## config.mk

```make
export PLATFORM = sky130hd
export DESIGN_NAME = periph_read_port
export DESIGN_NICKNAME = d
export VERILOG_FILES = /design/src/rtl/periph_read_pkg.sv /design/src/rtl/addr_match.sv /design/src/rtl/snap_reg.sv /design/src/rtl/read_ctrl.sv /design/src/rtl/periph_read_port.sv
export SDC_FILE = /design/constraint.sdc
export NUM_CORES = 1
export LEC_CHECK = 0
export ABC_AREA = 1
export BUFFER_PORTS_ARGS = -buffer_cell sky130_fd_sc_hd__buf_4
export CAP_MARGIN = 15
export CELL_PAD_IN_SITES_DETAIL_PLACEMENT = 1
export CELL_PAD_IN_SITES_GLOBAL_PLACEMENT = 1
export CORE_ASPECT_RATIO = 1.25
export CORE_MARGIN = 1
export CORE_UTILIZATION = 29
export CTS_CLUSTER_SIZE = 12
export DETAILED_ROUTE_END_ITERATION = 16
export GPL_ROUTABILITY_DRIVEN = 0
export PLACE_DENSITY_LB_ADDON = 0.1
export SETUP_SLACK_MARGIN = 0.4
export SYNTH_ARGS = -nofsm -noshare
export SYNTH_HDL_FRONTEND = slang
export SYNTH_SLANG_ARGS = --single-unit
```

## constraint.sdc

```tcl
create_clock -name clk -period 1.3 [get_ports clk]
set_clock_uncertainty 0.1 [all_clocks]
set_input_delay 0.195 -clock clk [delete_from_list [all_inputs] [get_ports clk]]
set_output_delay 0.195 -clock clk [all_outputs]
set_load 0.005 [all_outputs]
```

## src/rtl/periph_read_pkg.sv

```systemverilog
package periph_read_pkg;
  typedef enum logic {
    ST_IDLE = 1'b0,
    ST_SEND = 1'b1
  } rd_state_e;
endpackage

```

## src/rtl/addr_match.sv

```systemverilog
module addr_match #(
  parameter int W = 4
) (
  input  logic [W-1:0] a,
  input  logic [W-1:0] b,
  output logic         eq
);
  assign eq = (a == b);
endmodule

```

## src/rtl/snap_reg.sv

```systemverilog
module snap_reg #(
  parameter int W = 32
) (
  input  logic         clk,
  input  logic         rst,
  input  logic         load,
  input  logic [W-1:0] d,
  output logic [W-1:0] q
);
  always_ff @(posedge clk) begin
    if (rst)       q <= '0;
    else if (load) q <= d;
  end


  hold_stable_chk: assert property (@(posedge clk) disable iff (rst)
    !load |=> $stable(q));
endmodule

```

## src/rtl/read_ctrl.sv

```systemverilog
module read_ctrl
  import periph_read_pkg::*;
(
  input  logic clk,
  input  logic rst,
  input  logic rd_req,
  input  logic hit,
  output logic drive,
  output logic load
);
  rd_state_e state_q, state_d;

  always_comb begin
    state_d = state_q;
    case (state_q)
      ST_IDLE: if (hit && rd_req) state_d = ST_SEND;
      ST_SEND: if (!rd_req)       state_d = ST_IDLE;
      default: state_d = ST_IDLE;
    endcase
  end

  always_ff @(posedge clk) begin
    if (rst) state_q <= ST_IDLE;
    else     state_q <= state_d;
  end

  assign drive = (state_q == ST_SEND);
  assign load  = (state_q == ST_IDLE);


  start_on_match_chk: assert property (@(posedge clk) disable iff (rst)
    (!drive && hit && rd_req) |=> drive);

  no_start_chk: assert property (@(posedge clk) disable iff (rst)
    (!drive && !(hit && rd_req)) |=> !drive);

  hold_while_rd_chk: assert property (@(posedge clk) disable iff (rst)
    (drive && rd_req) |=> drive);

  release_chk: assert property (@(posedge clk) disable iff (rst)
    (drive && !rd_req) |=> !drive);
endmodule

```

## src/rtl/periph_read_port.sv

```systemverilog
module periph_read_port #(
  parameter int ADDR_W = 4,
  parameter int DATA_W = 32
) (
  input  logic              clk,
  input  logic              rst,
  input  logic              rd_req,
  input  logic [ADDR_W-1:0] bus_addr,
  input  logic [ADDR_W-1:0] my_addr,
  input  logic [DATA_W-1:0] reg_val,
  output logic [DATA_W-1:0] bus_data,
  output logic              bus_drive
);
  logic              hit;
  logic              snap_ld;
  logic [DATA_W-1:0] snap_q;

  addr_match #(.W(ADDR_W)) match_i (
    .a  (bus_addr),
    .b  (my_addr),
    .eq (hit)
  );

  read_ctrl ctrl_i (
    .clk    (clk),
    .rst    (rst),
    .rd_req (rd_req),
    .hit    (hit),
    .drive  (bus_drive),
    .load   (snap_ld)
  );

  snap_reg #(.W(DATA_W)) snap_i (
    .clk  (clk),
    .rst  (rst),
    .load (snap_ld),
    .d    (reg_val),
    .q    (snap_q)
  );

  assign bus_data = bus_drive ? snap_q : '0;


  reset_release_chk: assert property (@(posedge clk)
    $past(rst) |-> (!bus_drive && bus_data == '0));

  first_word_chk: assert property (@(posedge clk) disable iff (rst)
    $rose(bus_drive) |-> (bus_data == $past(reg_val)));

  word_hold_chk: assert property (@(posedge clk) disable iff (rst)
    (bus_drive && $past(bus_drive)) |-> $stable(bus_data));
endmodule

```

; Word level (Yosys, flattened, before mapping)
; Cells that the tools add are included.
; Widths: inputs -> output; s select.
[totals]
output_inout_bits = 33
elab_cells = 9
reg_bits = 33
[classes]
eq_ne = 1
n_bitwise = 1
n_reduce_logical = 1
n_mux = 4
[op_table]
columns = op, count
row1 = $mux 32, 1
row2 = $eq 4x4->1, 1
row3 = $mux 1, 2
row4 = $pmux 1 s2, 1
row5 = $logic_and 1x1->1, 1
row6 = $not 1->1, 1

; Logic depth before layout (Yosys ltp)
[logic_depth]
ltp_word = 4
ltp_mapped = 6

; Modules after synthesis
; A second synthesis with hierarchy kept.
[unflattened]
cells_unflattened = 291
hier_area_um2 = 1717.9
[modules_own_cells]
columns = module, area_per_inst_um2, n_inst, cells_per_inst, seq_area_each_um2
row1 = snap_reg, 1338.8, 1, 203, 640.6
row2 = periph_read_port, 274.0, 1, 67, 0.0
row3 = addr_match, 66.3, 1, 15, 0.0
row4 = read_ctrl, 38.8, 1, 6, 20.0

; Worst setup path after synthesis
; No wires, ideal clock.
[synth_path]
path_type = flip-flop to output port
startpoint = register ctrl_i.state_q, in the netlist ctrl_i.drive
endpoint = output port bus_data[0]
path_stages_with_launch = 5
n_path_buf = 2
setup_slack_ps = 291
t_arrival_ps = 714
cell_sequence = dfxtp_1 buf_6 buf_6 nand2_1 inv_1
[synth_via]
elab_chain_cells = 1
[synth_rtl]
columns = item, line
row1 = start: declaration, read_ctrl.sv:11  ; rd_state_e state_q, state_d;
row2 = start signal: assignment, read_ctrl.sv:24  ; else state_q <= state_d;
row3 = $mux 32, periph_read_port.sv:41  ; assign bus_data = bus_drive ? snap_q : '0;
row4 = end: declaration, periph_read_port.sv:11  ; output logic [DATA_W-1:0] bus_data,
; No other way between the ends.

; Worst setup path in the final report
[layout_path]
startpoint = register ctrl_i.state_q, in the netlist ctrl_i.drive
endpoint = output port bus_data[4]
; Same word-level chain as after synthesis.

==> summary.md <==
| Metric | Value |
|---|---|
| Clock slew at reported path FFs | `around 60 ps` |
| Mean Syn Cell Area | `about 7 um^2` |
| Largest fanout on the critical path | `18` |
| Total Wirelength | `about 3900 um` |
| Pin count of the biggest net entering global routing | `34` |
| Post-layout nets | `~320` |
| Max Clock Freq | `between 700 and 800 MHz` |
| Die width | `roughly 64 um` |
| Number of core rows | `27` |
| Setup Viol. Count Final | `32` |
| Initial antenna violation count | `0` |
| Worst EP arrival | `around 1100 ps` |
| Violated checks | `setup timing` |
| H-tree levels | `2` |
| Clock Latency Late Sink | `270 ps` |
| Worst slew margin | `72.78%` |
| Num CTS Buffers | `5` |
| Worst min path class | `input port to flip-flop` |
| CP peak stage delay | `around 380 ps` |
| Routed vias/inst | `roughly 4.3` |
| Least-Margin Pin Slew | `between 400 and 500 ps` |
| Drt drc | `0` |
| Clock root buffer | `clkbuf_8` |
| Max clock buf depth | `2` |
| Synth unique cells | `9` |
| Status | `complete, but fails checks` |
| Cells after DPL | `approximately 320` |
| VDD IR max | `478.0 uV` |
| Antenna-violating nets left | `0` |
| Final worst slack | `-65.76 ps` |
| Critical-path cell list | `buf_12 -> nand2_1 -> inv_1 -> buf_4` |
| Crit path max-delay family | `flip-flops` |
| CP startpoint kind | `flip-flop` |
| LEAKAGE | `~1.4 nW` |
| Initial Util | `30.85%` |
| Gr usage total | `15.56%` |
| Antenna fix cells | `0` |
| Number of port buffers | `75` |
| Critical path type | `flip-flop to output port` |
| RSZ-0062 raised after global routing | `true` |
| Post-route insts no fill | `between 300 and 400` |
| Sequential area share after synthesis | `between 40% and 50%` |
| Overall Power | `~2.1 mW` |
| Vias after detailed routing | `1,444` |
| Slowest CP cell | `dfxtp_4` |
| WL per Instance | `11.46 um` |
| Overall die area | `~5000 um^2` |
| Synth-to-layout area growth | `61.28%` |
| Syn nets | `242` |
| FF+latch count, synth | `33` |
| Warnings, synthesis | `0` |
| 1st-pass router iterations | `2` |
| Setup crit end kind | `output port` |
| Max Cap Violations | `0` |
| Power density cells | `between 900 and 1000 nW/um^2` |
| CTS tree | `yes` |
| Core area | `between 4000 and 5000 um^2` |
| Ports | `76` |
| Crit path time final | `between 1000 and 1500 ps` |
| Fin util | `between 40% and 50%` |
| Slew Viols, Final | `0` |
| Layout cell share with drive strength beyond 1 | `a little under half` |
| Global-route wire length before repair | `between 6000 and 7000 um` |
| Mapped cell area | `1386 um^2` |
| Setup slack, reg-to-reg | `around 60 ps` |
| Final period utilization | `105.1%` |
| Required time of the critical path | `1000 ps` |
| Final Hold Fails | `0` |
| DP Wirelength | `roughly 2500 um` |
| CTS sink cnt | `33` |
| Crit path buffers/inverters | `3` |
| Initial drt markers | `56` |
| Vias in the first global route | `between 1,000 and 1,500` |
| Total grt overflow | `0` |
| Chip height | `slightly below 80 um` |
| Hold Slack | `60.63 ps` |
| Synthesized netlist cell count | `about 200` |
worst paths after layout:
check / startpoint / to / cells after the start
setup / recovery: ctrl_i.drive / bus_data[4] / 4
hold reg to reg: snap_i.q[27] / snap_i.q[27] / 2
hold / removal: rd_req / ctrl_i.drive / 3
setup reg to reg: ctrl_i.drive / snap_i.q[5] / 6
cell usage after synthesis (all sizes together):
cell type  number  area (um^2)
nor2            2        7.510
a21oi          33        165.2
buf            10        93.84
inv            42        162.7
nand2          78        292.8
dfxtp          33        660.6
clkbuf          1        3.750
layer usage:
metal,part of all wire (%),track usage (%),vias to the layer above
met2,51,27.87,47
met3,5.4,4.741,5
met5,0,0,-
met4,0.91,4.773,0
li1,-,-,737
met1,43,17.38,655
registers in the layout, indices dropped and copies added (netlist names):
signal	cells
snap_i.q	32
ctrl_i.drive	1
layout make-up:
class	instances	area [um^2]
Fill cell	574	2257
Timing Repair inverter	3	38.79
Clock buffer	7	86.33
Timing Repair Buffer	80	641.9
Tap cell	58	72.57
Inverter	42	173.9
Sequential cell	33	664.4
Multi-Input combinational cell	113	558.0
logic make-up (layout without fill, tap and decap cells):
group,after synthesis,after routing,share of synthesized area (%)
buffers and inverters,53,132,18.77
AOI/OAI and AO/OA,33,33,11.91
and+or+nand+nor,80,80,21.66
DFF,33,33,47.65
worst register-to-register path, delay by kind of cell, from the launching register on:
family / cells / cell delay (ps)
buffers and inverters: 4 / 500
AND/OR/NAND/NOR: 1 / 70
AO/OA/AOI/OAI: 1 / 60
flip-flops: 1 / 380
power breakdown:
part / internal [mW] / leakage, nW / total, mW / switching, mW
Combinational: 0.153 / 1.05 / 0.276 / 0.123
Sequential: 1.07 / 0.275 / 1.09 / 0.0213
Clock: 0.420 / 0.0443 / 0.762 / 0.343
Total: 1.64 / 1.37 / 2.13 / 0.487
through the flow:
| step | setup WS (ps) | TNS, ps | instance area [um^2] |
|---|---|---|---|
| after floorplan | 319.4 | 0 | 1391 |
| after global placement | 233.0 | 0 | 1969 |
| after detailed placement | 201.0 | 0 | 1969 |
| after CTS | -52.83 | -1237 | 2153 |
| after global routing | -128.9 | -3032 | 2236 |
| final | -65.76 | -1175 | 2236 |
cell usage in the layout, fill, tap and decap left out, drive strengths merged:
cell	instances
dfxtp	33
nor2	2
clkinv	1
nand2	78
inv	44
clkbuf	7
a21oi	33
buf	80
timing repair:
item	CTS	global route
gates cloned	3	0
hold buffers	0	0
gates resized for setup	25	22
buffers inserted	2	1
endpoints found under the setup margin	66	66
hold endpoints to repair	0	0
Power figures use the tool's default switching activity.
